## config.mk

```make
export PLATFORM = sky130hd
export DESIGN_NAME = mdio_port_decoder
export DESIGN_NICKNAME = d
export VERILOG_FILES = /design/src/rtl/mdio_dec_pkg.sv /design/src/rtl/mdio_strap_capture.sv /design/src/rtl/mdio_port_match.sv /design/src/rtl/mdio_port_decoder.sv
export SDC_FILE = /design/constraint.sdc
export NUM_CORES = 1
export LEC_CHECK = 0
export BUFFER_PORTS_ARGS = -buffer_cell sky130_fd_sc_hd__buf_2
export CAP_MARGIN = 5
export CORE_MARGIN = 2
export CORE_UTILIZATION = 49
export CTS_CLUSTER_DIAMETER = 40
export DETAILED_ROUTE_END_ITERATION = 6
export PLACE_DENSITY = 0.8
export SYNTH_ARGS = -nofsm -noshare
export SYNTH_HDL_FRONTEND = slang
export SYNTH_SLANG_ARGS = --single-unit
```

## constraint.sdc

```tcl
create_clock -name clk_i -period 5.7 [get_ports clk_i]
set_input_delay 1.14 -clock clk_i [delete_from_list [all_inputs] [get_ports clk_i]]
set_output_delay 1.14 -clock clk_i [all_outputs]
set_load 0.05 [all_outputs]
```

## src/rtl/mdio_dec_pkg.sv

```systemverilog
package mdio_dec_pkg;
  localparam int unsigned NUM_PORTS_D = 8;
  localparam int unsigned ADDR_W_D    = 5;
  localparam int unsigned NUM_SEC_D   = 2;

  typedef struct packed {
    logic       done;
    logic       split;
    logic [ADDR_W_D-1:0] base;
  } strap_t;
endpackage

```

## src/rtl/mdio_strap_capture.sv

```systemverilog
module mdio_strap_capture
  import mdio_dec_pkg::*;
(
  input  logic                clk_i,
  input  logic                rst_ni,
  input  logic [ADDR_W_D-1:0] base_strap_i,
  input  logic                section_strap_i,
  output strap_t              strap_o
);
  strap_t strap_q;

  always_ff @(posedge clk_i or negedge rst_ni) begin
    if (!rst_ni) begin
      strap_q <= '0;
    end else if (!strap_q.done) begin
      strap_q.done  <= 1'b1;
      strap_q.split <= section_strap_i;
      strap_q.base  <= base_strap_i;
    end
  end

  assign strap_o = strap_q;
endmodule

```

## src/rtl/mdio_port_match.sv

```systemverilog
module mdio_port_match #(
  parameter int unsigned ADDR_W    = 5,
  parameter int unsigned NUM_PORTS = 8,
  localparam int unsigned PORT_W   = $clog2(NUM_PORTS)
) (
  input  logic [ADDR_W-1:0]    addr_i,
  input  logic [ADDR_W-1:0]    base_i,
  input  logic                 en_i,
  input  logic [PORT_W-1:0]    lo_i,
  input  logic [PORT_W-1:0]    hi_i,
  output logic [NUM_PORTS-1:0] sel_o,
  output logic                 hit_o
);
  localparam logic [ADDR_W-1:0] NP = ADDR_W'(NUM_PORTS);

  logic [ADDR_W-1:0] offset;
  logic [PORT_W-1:0] idx;
  logic              in_rng;

  // offset wraps modulo 2**ADDR_W
  assign offset = addr_i - base_i;
  assign idx    = offset[PORT_W-1:0];
  assign in_rng = en_i && (offset < NP) && (idx >= lo_i) && (idx <= hi_i);

  assign sel_o = in_rng ? (NUM_PORTS'(1) << idx) : '0;
  assign hit_o = in_rng;
endmodule

```

## src/rtl/mdio_port_decoder.sv

```systemverilog
module mdio_port_decoder
  import mdio_dec_pkg::*;
#(
  parameter int unsigned NUM_PORTS = NUM_PORTS_D,
  parameter int unsigned ADDR_W    = ADDR_W_D
) (
  input  logic                 clk_i,
  input  logic                 rst_ni,
  input  logic [ADDR_W-1:0]    base_strap_i,
  input  logic                 section_strap_i,
  input  logic [ADDR_W-1:0]    addr0_i,
  input  logic [ADDR_W-1:0]    addr1_i,
  output logic [NUM_PORTS-1:0] sel0_o,
  output logic                 hit0_o,
  output logic [NUM_PORTS-1:0] sel1_o,
  output logic                 hit1_o
);
  localparam int unsigned NUM_SEC   = NUM_SEC_D;
  localparam int unsigned SEC_PORTS = NUM_PORTS / NUM_SEC;
  localparam int unsigned PORT_W    = $clog2(NUM_PORTS);

  strap_t            strap;
  logic              cap_done;
  logic              split_q;
  logic [ADDR_W-1:0] base_q;

  logic [ADDR_W-1:0]    addr_a [NUM_SEC];
  logic [NUM_PORTS-1:0] sel_a  [NUM_SEC];
  logic                 hit_a  [NUM_SEC];

  mdio_strap_capture u_strap (
    .clk_i           (clk_i),
    .rst_ni          (rst_ni),
    .base_strap_i    (base_strap_i),
    .section_strap_i (section_strap_i),
    .strap_o         (strap)
  );

  assign cap_done = strap.done;
  assign split_q  = strap.split;
  assign base_q   = strap.base;

  assign addr_a[0] = addr0_i;
  assign addr_a[1] = addr1_i;

  for (genvar s = 0; s < NUM_SEC; s++) begin : g_sec
    logic [PORT_W-1:0] lo, hi;
    logic              en;
    // unified mode: section 0 owns all ports, others are dark
    assign lo = split_q ? PORT_W'(s * SEC_PORTS)           : '0;
    assign hi = split_q ? PORT_W'((s + 1) * SEC_PORTS - 1) : PORT_W'(NUM_PORTS - 1);
    assign en = cap_done && (split_q || (s == 0));

    mdio_port_match #(
      .ADDR_W    (ADDR_W),
      .NUM_PORTS (NUM_PORTS)
    ) u_match (
      .addr_i (addr_a[s]),
      .base_i (base_q),
      .en_i   (en),
      .lo_i   (lo),
      .hi_i   (hi),
      .sel_o  (sel_a[s]),
      .hit_o  (hit_a[s])
    );
  end

  assign sel0_o = sel_a[0];
  assign hit0_o = hit_a[0];
  assign sel1_o = sel_a[1];
  assign hit1_o = hit_a[1];
endmodule

```

==> results_dict.tcl, run 1 <==
set metrics [dict create \
    outcome "finished clean" \
    vias 681 \
    r2r_cells 1 \
    grt_pass1_wl_mm 2.59 \
    fill_cells 136 \
    cts_sinks 7 \
    worstPathMaxFanout 9 \
    clk_latency_ns 0.25 \
    cts_resized 0 \
    num_rows 14 \
    crit_arrival_ns 3.72 \
    place_congestion 0.719 \
    fin_skew_ns 0.00193 \
    drv_slew 0 \
    max-slew-margin-rel_pct 61.8 \
    grt_overflow 0 \
    largest_reg_flops 7 \
    fmax_ghz 0.206 \
    multi_input_area_sq_um 523 \
    crit_start "addr0_i[0]" \
    syn_avg_cell_area_sq_um 8.92 \
    root_buffer "clkbuf_4" \
    p_per_area_nw_per_um2 228 \
    endpoint_kind "output pin" \
    drive_above_1_share_pct 36.4 \
    hold_buffers 0 \
    cp.required_ns 4.56 \
    die-area_sq_um 1880 \
    cts_tree "yes" \
    die_w_um 43.3 \
    yosys_warnings 0 \
    fin_crit_sh_pct 85.3 \
    setup_slack_ns 0.839 \
    drt-pass1-iter-count 4 \
    netlist_area_sq_um 758 \
    route.detailed.drc 0 \
    yosysUniqueCellTypes 26 \
    wirelength_mm 1.43 \
    portBuffers 31 \
    mostFrequentLayoutCells "buf_2 (31), inv_1 (10), ha_1 (9)" \
    antenna_found_initial 0 \
    reg2reg_to "u_strap.strap_o[1]" \
    final_common_cell "buf_2" \
    cp-endpoint "sel0_o[0]" \
    detail_route.vias_per_cell 5.08 \
    vdd_drop_max_mv 0.132 \
    die_y_um 43.3 \
    rsz0062_at_grt "no" \
    instances_no_fill 134 \
    dp.cells 130 \
    regArea_sq_um 175 \
    setup_viol 0 \
    r2r_slack_ns 4.72 \
    crit_type "in2out" \
    cts_buffers 3 \
    syn_inst 85 \
    fin_nets 148 \
    cellLeakagePower_nw 0.495 \
    grt_usage_pct 18.2 \
    hold_viol 0 \
    grt_pass1_vias 644 \
    max-cap-violations 0 \
    io_pins 36 \
    diodes 0 \
    finalPower_mw 0.214 \
    worstMarginPinSlew_ns 0.571 \
    fin_crit_ns 4.86 \
    clk_pin_slew_ns 0.05 \
    final_antenna_net_count 0 \
    tns_ns 0 \
    start_kind "input pin" \
    post_drt_wl_per_cell_um 10.6 \
    cts_setup_buffers 0 \
    r2r-start "u_strap.strap_o[6]" \
    hpwl_mm 1.22 \
    syn2layout_area_growth_pct 23.6 \
    place_ws_ns 0.817 \
    clockBufferDepth 2 \
    ys_ff_latch 7 \
    core_area_sq_um 1470 \
    h-tree-depth 1 \
    floorplan.initialDensity_pct 51.5 \
    grt_max_degree 10 \
    hold_start "u_strap.strap_o[3]" \
    ys_seq_area_share_pct 23.1 \
    hp-class "reg2reg" \
    drt_iter0_drc 9 \
]
## synthesized netlist by cell type
| master | n | area [sq um] |
|---|---|---|
| nor4_1 | 6 | 37.5 |
| nand3_1 | 3 | 15.0 |
| o21ai_0 | 2 | 10.0 |
| nor4b_2 | 2 | 30.0 |
| inv_1 | 10 | 37.5 |
| fa_1 | 2 | 40.0 |
| a21o_1 | 2 | 15.0 |
| buf_4 | 4 | 30.0 |
| o211ai_2 | 1 | 12.5 |
| xnor2_1 | 3 | 26.3 |
| ha_1 | 9 | 113 |
| conb_1 | 2 | 7.51 |
| a31oi_1 | 1 | 6.26 |
| nor2_1 | 3 | 11.3 |
| xor2_1 | 3 | 26.3 |
| nor3_1 | 3 | 15.0 |
| and3_1 | 1 | 6.26 |
| a211o_1 | 1 | 8.76 |
| clkbuf_1 | 1 | 3.75 |
| nand3b_1 | 1 | 7.51 |
| mux2_2 | 5 | 56.3 |
| nand2b_1 | 2 | 12.5 |
| a21oi_1 | 4 | 20.0 |
| nand2_1 | 6 | 22.5 |
| dfrtp_1 | 7 | 175 |
| nor4_2 | 1 | 12.5 |
## cells by family after synthesis
| kind of cell | share of synthesized area (%) |
|---|---|
| multiplexers | 7.43 |
| AND/OR/NAND/NOR | 22.4 |
| AO/OA/AOI/OAI | 9.57 |
| XOR/XNOR | 6.93 |
| flip-flops | 23.1 |
| other | 0.990 |
| buffers and inverters | 9.41 |
| adder cells (fa/ha/maj) | 20.1 |
## worst max-delay path, stage by stage
cell	delay [ns]
buf_2	0.09
inv_1	0.05
ha_1	0.16
inv_1	0.05
fa_1	0.39
xnor2_1	0.34
inv_1	0.17
ha_1	0.31
inv_1	0.03
o21ai_0	0.19
o211ai_2	0.21
nor4_1	0.28
buf_2	0.31
## worst min path at each step
stage                         end  slack [ns]  cells past startpoint
2_1_floorplan  u_strap.strap_o[5]        0.48                      2
3_3_place_gp   u_strap.strap_o[2]        0.49                      1
3_5_place_dp   u_strap.strap_o[3]        0.50                      1
4_1_cts        u_strap.strap_o[3]        0.51                      1
5_1_grt        u_strap.strap_o[3]        0.52                      1
6_report       u_strap.strap_o[3]        0.51                      1
## through the flow
stage	utilization (%)	hold slack, ns	area (sq um)
floorplan	-	0.477	769
global placement	61.9	0.489	911
detailed placement	61.9	0.499	911
CTS	63.7	0.510	937
global route	63.7	0.525	937
finish	63.7	0.508	937
## layout make-up
type                            count  share of cell area (%)
Sequential cell                     7                    18.7
Timing Repair Buffer               31                    16.6
Inverter                           10                    4.01
Tap cell                           16                    2.14
Multi-Input combinational cell     66                    55.8
Clock buffer                        4                    2.80
## power breakdown
group / switching (mW) / internal (mW)
Combinational: 0.0719 / 0.0391
Sequential: 0.00392 / 0.0544
Clock: 0.0179 / 0.0267
## per-layer routing
layer  track usage [%]  vias to the layer above  wire length [um]
li1                  -                      362                 -
met4              9.09                        0                25
met3              2.50                        3                84
met2              30.7                       26               694
met1              22.8                      290               620
met5                 0                        -                 0
(Power assumes the default switching activity.)
==> inputs of run 2 (changes only) <==
--- a/config.mk
+++ b/config.mk
@@ -8,10 +8,11 @@
 export BUFFER_PORTS_ARGS = -buffer_cell sky130_fd_sc_hd__buf_2
 export CAP_MARGIN = 5
 export CORE_MARGIN = 2
-export CORE_UTILIZATION = 49
+export CORE_UTILIZATION = 45
 export CTS_CLUSTER_DIAMETER = 40
 export DETAILED_ROUTE_END_ITERATION = 6
-export PLACE_DENSITY = 0.8
+export MAX_ROUTING_LAYER = met4
+export PLACE_DENSITY = 0.74
 export SYNTH_ARGS = -nofsm -noshare
 export SYNTH_HDL_FRONTEND = slang
 export SYNTH_SLANG_ARGS = --single-unit
==> run 2 against run 1 <==
Net effect: critical path depth did not move; sequential cell count is the same; global-route usage shrank 0.83 points; via count up 2.2%; highest routed layer unchanged.
==> results_dict.tcl, run 2 (same netlist as run 1, synthesis figures left out) <==
set metrics [dict create \
    die_w_um 45.1 \
    drt_iter0_drc 8 \
    h-tree-depth 1 \
    wirelength_mm 1.53 \
    r2r_slack_ns 4.70 \
    vias 696 \
    instances_no_fill 134 \
    start_kind "input pin" \
    regArea_sq_um 175 \
    grt_max_degree 10 \
    route.detailed.drc 0 \
    detail_route.vias_per_cell 5.19 \
    crit_type "in2out" \
    endpoint_kind "output pin" \
    die_y_um 45.1 \
    final_common_cell "buf_2" \
    place_congestion 0.745 \
    grt_pass1_vias 663 \
    worstMarginPinSlew_ns 0.608 \
    clk_latency_ns 0.25 \
    clk_pin_slew_ns 0.05 \
    cellLeakagePower_nw 0.495 \
    cp.required_ns 4.56 \
    mostFrequentLayoutCells "buf_2 (31), inv_1 (10), ha_1 (9)" \
    cp-endpoint "sel0_o[6]" \
    rsz0062_at_grt "no" \
    core_area_sq_um 1540 \
    fin_skew_ns 0.00668 \
    diodes 0 \
    floorplan.initialDensity_pct 49.2 \
    hold_viol 0 \
    fmax_ghz 0.205 \
    finalInstanceArea_sq_um 937 \
    portBuffers 31 \
    final_antenna_net_count 0 \
    crit_arrival_ns 3.74 \
    max-slew-margin-rel_pct 59.3 \
    drt-pass1-iter-count 4 \
    die-area_sq_um 2030 \
    vdd_drop_max_mv 0.119 \
    dp.cells 130 \
    crit_start "addr0_i[0]" \
    tns_ns 0 \
    antenna_found_initial 0 \
    root_buffer "clkbuf_4" \
    cts_resized 0 \
    hp-class "reg2reg" \
    num_rows 14 \
    cts_sinks 7 \
    fill_cells 154 \
    p_per_area_nw_per_um2 230 \
    outcome "finished clean" \
    grt_usage_pct 17.4 \
    fin_nets 148 \
    grt_pass1_wl_mm 2.51 \
    grt_overflow 0 \
    largest_reg_flops 7 \
    fin_crit_sh_pct 85.7 \
    reg2reg_to "u_strap.strap_o[1]" \
    min_path_cells 1 \
    io_pins 36 \
    hpwl_mm 1.33 \
    placed_cell_area_sq_um 911 \
    fin_crit_ns 4.88 \
    clockBufferDepth 2 \
    setup_viol 0 \
    utilization_pct 60.8 \
    cts_buffers 3 \
    cts_tree "yes" \
    worstPathMaxFanout 9 \
    syn2layout_area_growth_pct 23.6 \
    cts_setup_buffers 0 \
    post_drt_wl_per_cell_um 11.4 \
    hold_buffers 0 \
    drive_above_1_share_pct 36.4 \
    multi_input_area_sq_um 523 \
    r2r_cells 1 \
    max-cap-violations 0 \
    drv_slew 0 \
    r2r-start "u_strap.strap_o[6]" \
]
-- run 2: how the worst min path moves through the flow --
stage                               to                from
finish              u_strap.strap_o[3]  u_strap.strap_o[3]
global route        u_strap.strap_o[3]  u_strap.strap_o[3]
CTS                 u_strap.strap_o[3]  u_strap.strap_o[3]
detailed placement  u_strap.strap_o[3]  u_strap.strap_o[3]
global placement    u_strap.strap_o[1]  u_strap.strap_o[1]
floorplan           u_strap.strap_o[5]  u_strap.strap_o[5]
-- run 2: layout make-up --
| type | instances | share of cell area (%) |
|---|---|---|
| Multi-Input combinational cell | 66 | 55.8 |
| Sequential cell | 7 | 18.7 |
| Timing Repair Buffer | 31 | 16.6 |
| Inverter | 10 | 4.01 |
| Clock buffer | 4 | 2.80 |
| Tap cell | 16 | 2.14 |
-- run 2: per-stage QoR --
step	setup slack, ns	total power [mW]	hold WS (ns)
final	0.816	0.215	0.507
after global routing	0.472	0.234	0.529
after CTS	0.811	0.218	0.508
after detailed placement	0.830	0.171	0.496
after global placement	0.931	0.167	0.492
after floorplan	0.137	0.149	0.477
-- run 2: routing by layer --
metal  vias to the layer above  track usage [%]  wire [um]
li1                        355                -          -
met2                        23             29.4        779
met3                         2             2.40         83
met1                       316             19.3        643
met5                         -                -          0
met4                         0             10.0         23
-- run 2: critical path: stages --
cell      delay [ns]
buf_2           0.09
inv_1           0.05
ha_1            0.16
inv_1           0.05
fa_1            0.39
xnor2_1         0.34
inv_1           0.16
ha_1            0.30
inv_1           0.03
o21ai_0         0.19
o211ai_2        0.22
nor4_1          0.28
buf_2           0.31
-- run 2: power breakdown --
| part | switching [mW] | internal [mW] |
|---|---|---|
| clock network | 0.0183 | 0.0267 |
| logic | 0.0733 | 0.0388 |
| registers | 0.00382 | 0.0543 |
==> inputs of run 3 (changes only) <==
--- a/config.mk
+++ b/config.mk
@@ -5,14 +5,15 @@
 export SDC_FILE = /design/constraint.sdc
 export NUM_CORES = 1
 export LEC_CHECK = 0
+export ABC_AREA = 0
 export BUFFER_PORTS_ARGS = -buffer_cell sky130_fd_sc_hd__buf_2
 export CAP_MARGIN = 5
 export CORE_MARGIN = 2
-export CORE_UTILIZATION = 45
+export CORE_UTILIZATION = 46
 export CTS_CLUSTER_DIAMETER = 40
 export DETAILED_ROUTE_END_ITERATION = 6
 export MAX_ROUTING_LAYER = met4
-export PLACE_DENSITY = 0.74
+export PLACE_DENSITY = 0.75
 export SYNTH_ARGS = -nofsm -noshare
 export SYNTH_HDL_FRONTEND = slang
 export SYNTH_SLANG_ARGS = --single-unit
==> run 3 against run 2 <==
Net effect: combinational power about the same; first-iteration DRC count down 25%; global-route usage is 0.35 points lower; hold slack got worse by 0.00066 ns; sequential cell count unchanged; wire length is 12% lower; core utilization is 0.70 points higher.
==> results_dict.tcl, run 3 (same netlist as run 1, synthesis figures left out) <==
set metrics [dict create \
    crit_type "in2out" \
    tns_ns 0 \
    cts_tree "yes" \
    cts_resized 0 \
    hold_slack_ns 0.506 \
    crit_family "adder cells" \
    grt_usage_pct 17.0 \
    final_antenna_net_count 0 \
    grt_max_degree 10 \
    clk_latency_ns 0.25 \
    hold_buffers 0 \
    rsz0062_at_grt "no" \
    sw_frac_of_total_pct 43.7 \
    core_area_sq_um 1520 \
    p_per_area_nw_per_um2 227 \
    pwr-share-comb_pct 51.6 \
    cts_setup_buffers 0 \
    p_int_mw 0.120 \
    start_kind "input pin" \
    die-area_sq_um 1990 \
    detail_route.vias_per_cell 5.01 \
    max-slew-margin-rel_pct 59.8 \
    root_buffer "clkbuf_4" \
    power_frac_seq_pct 27.3 \
    worstPathMaxFanout 9 \
    grt_overflow 0 \
    cp_slowest_cell "fa_1" \
    cellLeakagePower_nw 0.495 \
    endpoint_kind "output pin" \
    post_drt_wl_per_cell_um 10.0 \
    hp-class "reg2reg" \
    max-cap-violations 0 \
    fill_cells 137 \
    fmax_ghz 0.206 \
    max_stage_delay_ns 0.39 \
    route.detailed.drc 0 \
    cts_sinks 7 \
    cts_buffers 3 \
    fin_nets 148 \
    place_congestion 0.730 \
    worstMarginPinSlew_ns 0.601 \
    hold_viol 0 \
    outcome "finished clean" \
    grt_pass1_wl_mm 2.42 \
    cp_cell_sequence "buf_2 -> inv_1 -> ha_1 -> inv_1 -> fa_1 -> xnor2_1 -> inv_1 -> ha_1 -> inv_1 -> o21ai_0 -> o211ai_2 -> nor4_1 -> buf_2" \
    drt-pass1-iter-count 4 \
    drive_above_1_share_pct 36.4 \
    vdd_drop_max_mv 0.158 \
    cp.required_ns 4.56 \
    setup_viol 0 \
    hpwl_mm 1.19 \
    num_rows 14 \
    floorplan.initialDensity_pct 49.8 \
    io_pins 36 \
    crit_top_cell "inv_1" \
    worst-path-buf-inv 6 \
    final_common_cell "buf_2" \
    antenna_found_initial 0 \
    p_clk_share_pct 21.0 \
    r2r_slack_ns 4.72 \
    wirelength_mm 1.35 \
    drv_slew 0 \
    drt_iter0_drc 6 \
    largest_reg_flops 7 \
    fin_skew_ns 0.000366 \
    diodes 0 \
    fin_crit_sh_pct 85.2 \
    p_sw_mw 0.0929 \
    vias 672 \
    die_y_um 44.6 \
    h-tree-depth 1 \
    portBuffers 31 \
    clockBufferDepth 2 \
    syn2layout_area_growth_pct 23.6 \
    die_w_um 44.6 \
    finalPower_mw 0.213 \
    fin_crit_ns 4.85 \
    clk_pin_slew_ns 0.05 \
    mostFrequentLayoutCells "buf_2 (31), inv_1 (10), ha_1 (9)" \
    crit_arrival_ns 3.71 \
    grt_pass1_vias 607 \
]
[run 3: final timing paths]
kind | startpoint | to | cells after the start
setup reg to reg | u_strap.strap_o[6] | u_strap.strap_o[4] | 1
min in group asynchronous | rst_ni | u_strap.strap_o[5] | 1
hold / removal | u_strap.strap_o[2] | u_strap.strap_o[2] | 1
hold reg to reg | u_strap.strap_o[2] | u_strap.strap_o[2] | 1
setup / recovery | addr0_i[0] | sel0_o[6] | 13
max in group asynchronous | rst_ni | u_strap.strap_o[4] | 1
[run 3: cell type report]
cell class / instances / area (sq um) / area share (%)
Multi-Input combinational cell: 66 / 523 / 55.8
Sequential cell: 7 / 175 / 18.7
Timing Repair Buffer: 31 / 155 / 16.6
Inverter: 10 / 37.5 / 4.01
Clock buffer: 4 / 26.3 / 2.80
Tap cell: 16 / 20.0 / 2.14
[run 3: power by group through the flow]
stage | sequential [mW] | clock [mW] | combinational [mW]
after floorplan | 0.0573 | 0 | 0.0917
after global placement | 0.0589 | 0 | 0.108
after detailed placement | 0.0591 | 0 | 0.110
after CTS | 0.0582 | 0.0467 | 0.111
after global routing | 0.0589 | 0.0492 | 0.125
final | 0.0581 | 0.0447 | 0.110
[run 3: stage by stage]
step                      worst slack, ns  utilization, %  instance area [sq um]  std cells
after global routing                0.534            61.5                    937        134
after global placement              0.881            59.8                    911        130
final                               0.845            61.5                    937        134
after detailed placement            0.841            59.8                    911        130
after floorplan                     0.137               -                    769         88
after CTS                           0.829            61.5                    937        134
[run 3: per-layer routing]
metal	part of all wire, %	track usage [%]	wire length, um	up-vias
li1	-	-	-	359
met3	5.3	1.22	71	2
met5	0	-	0	-
met4	2.2	9.09	29	0
met2	47	27.2	633	25
met1	45	21.2	611	286
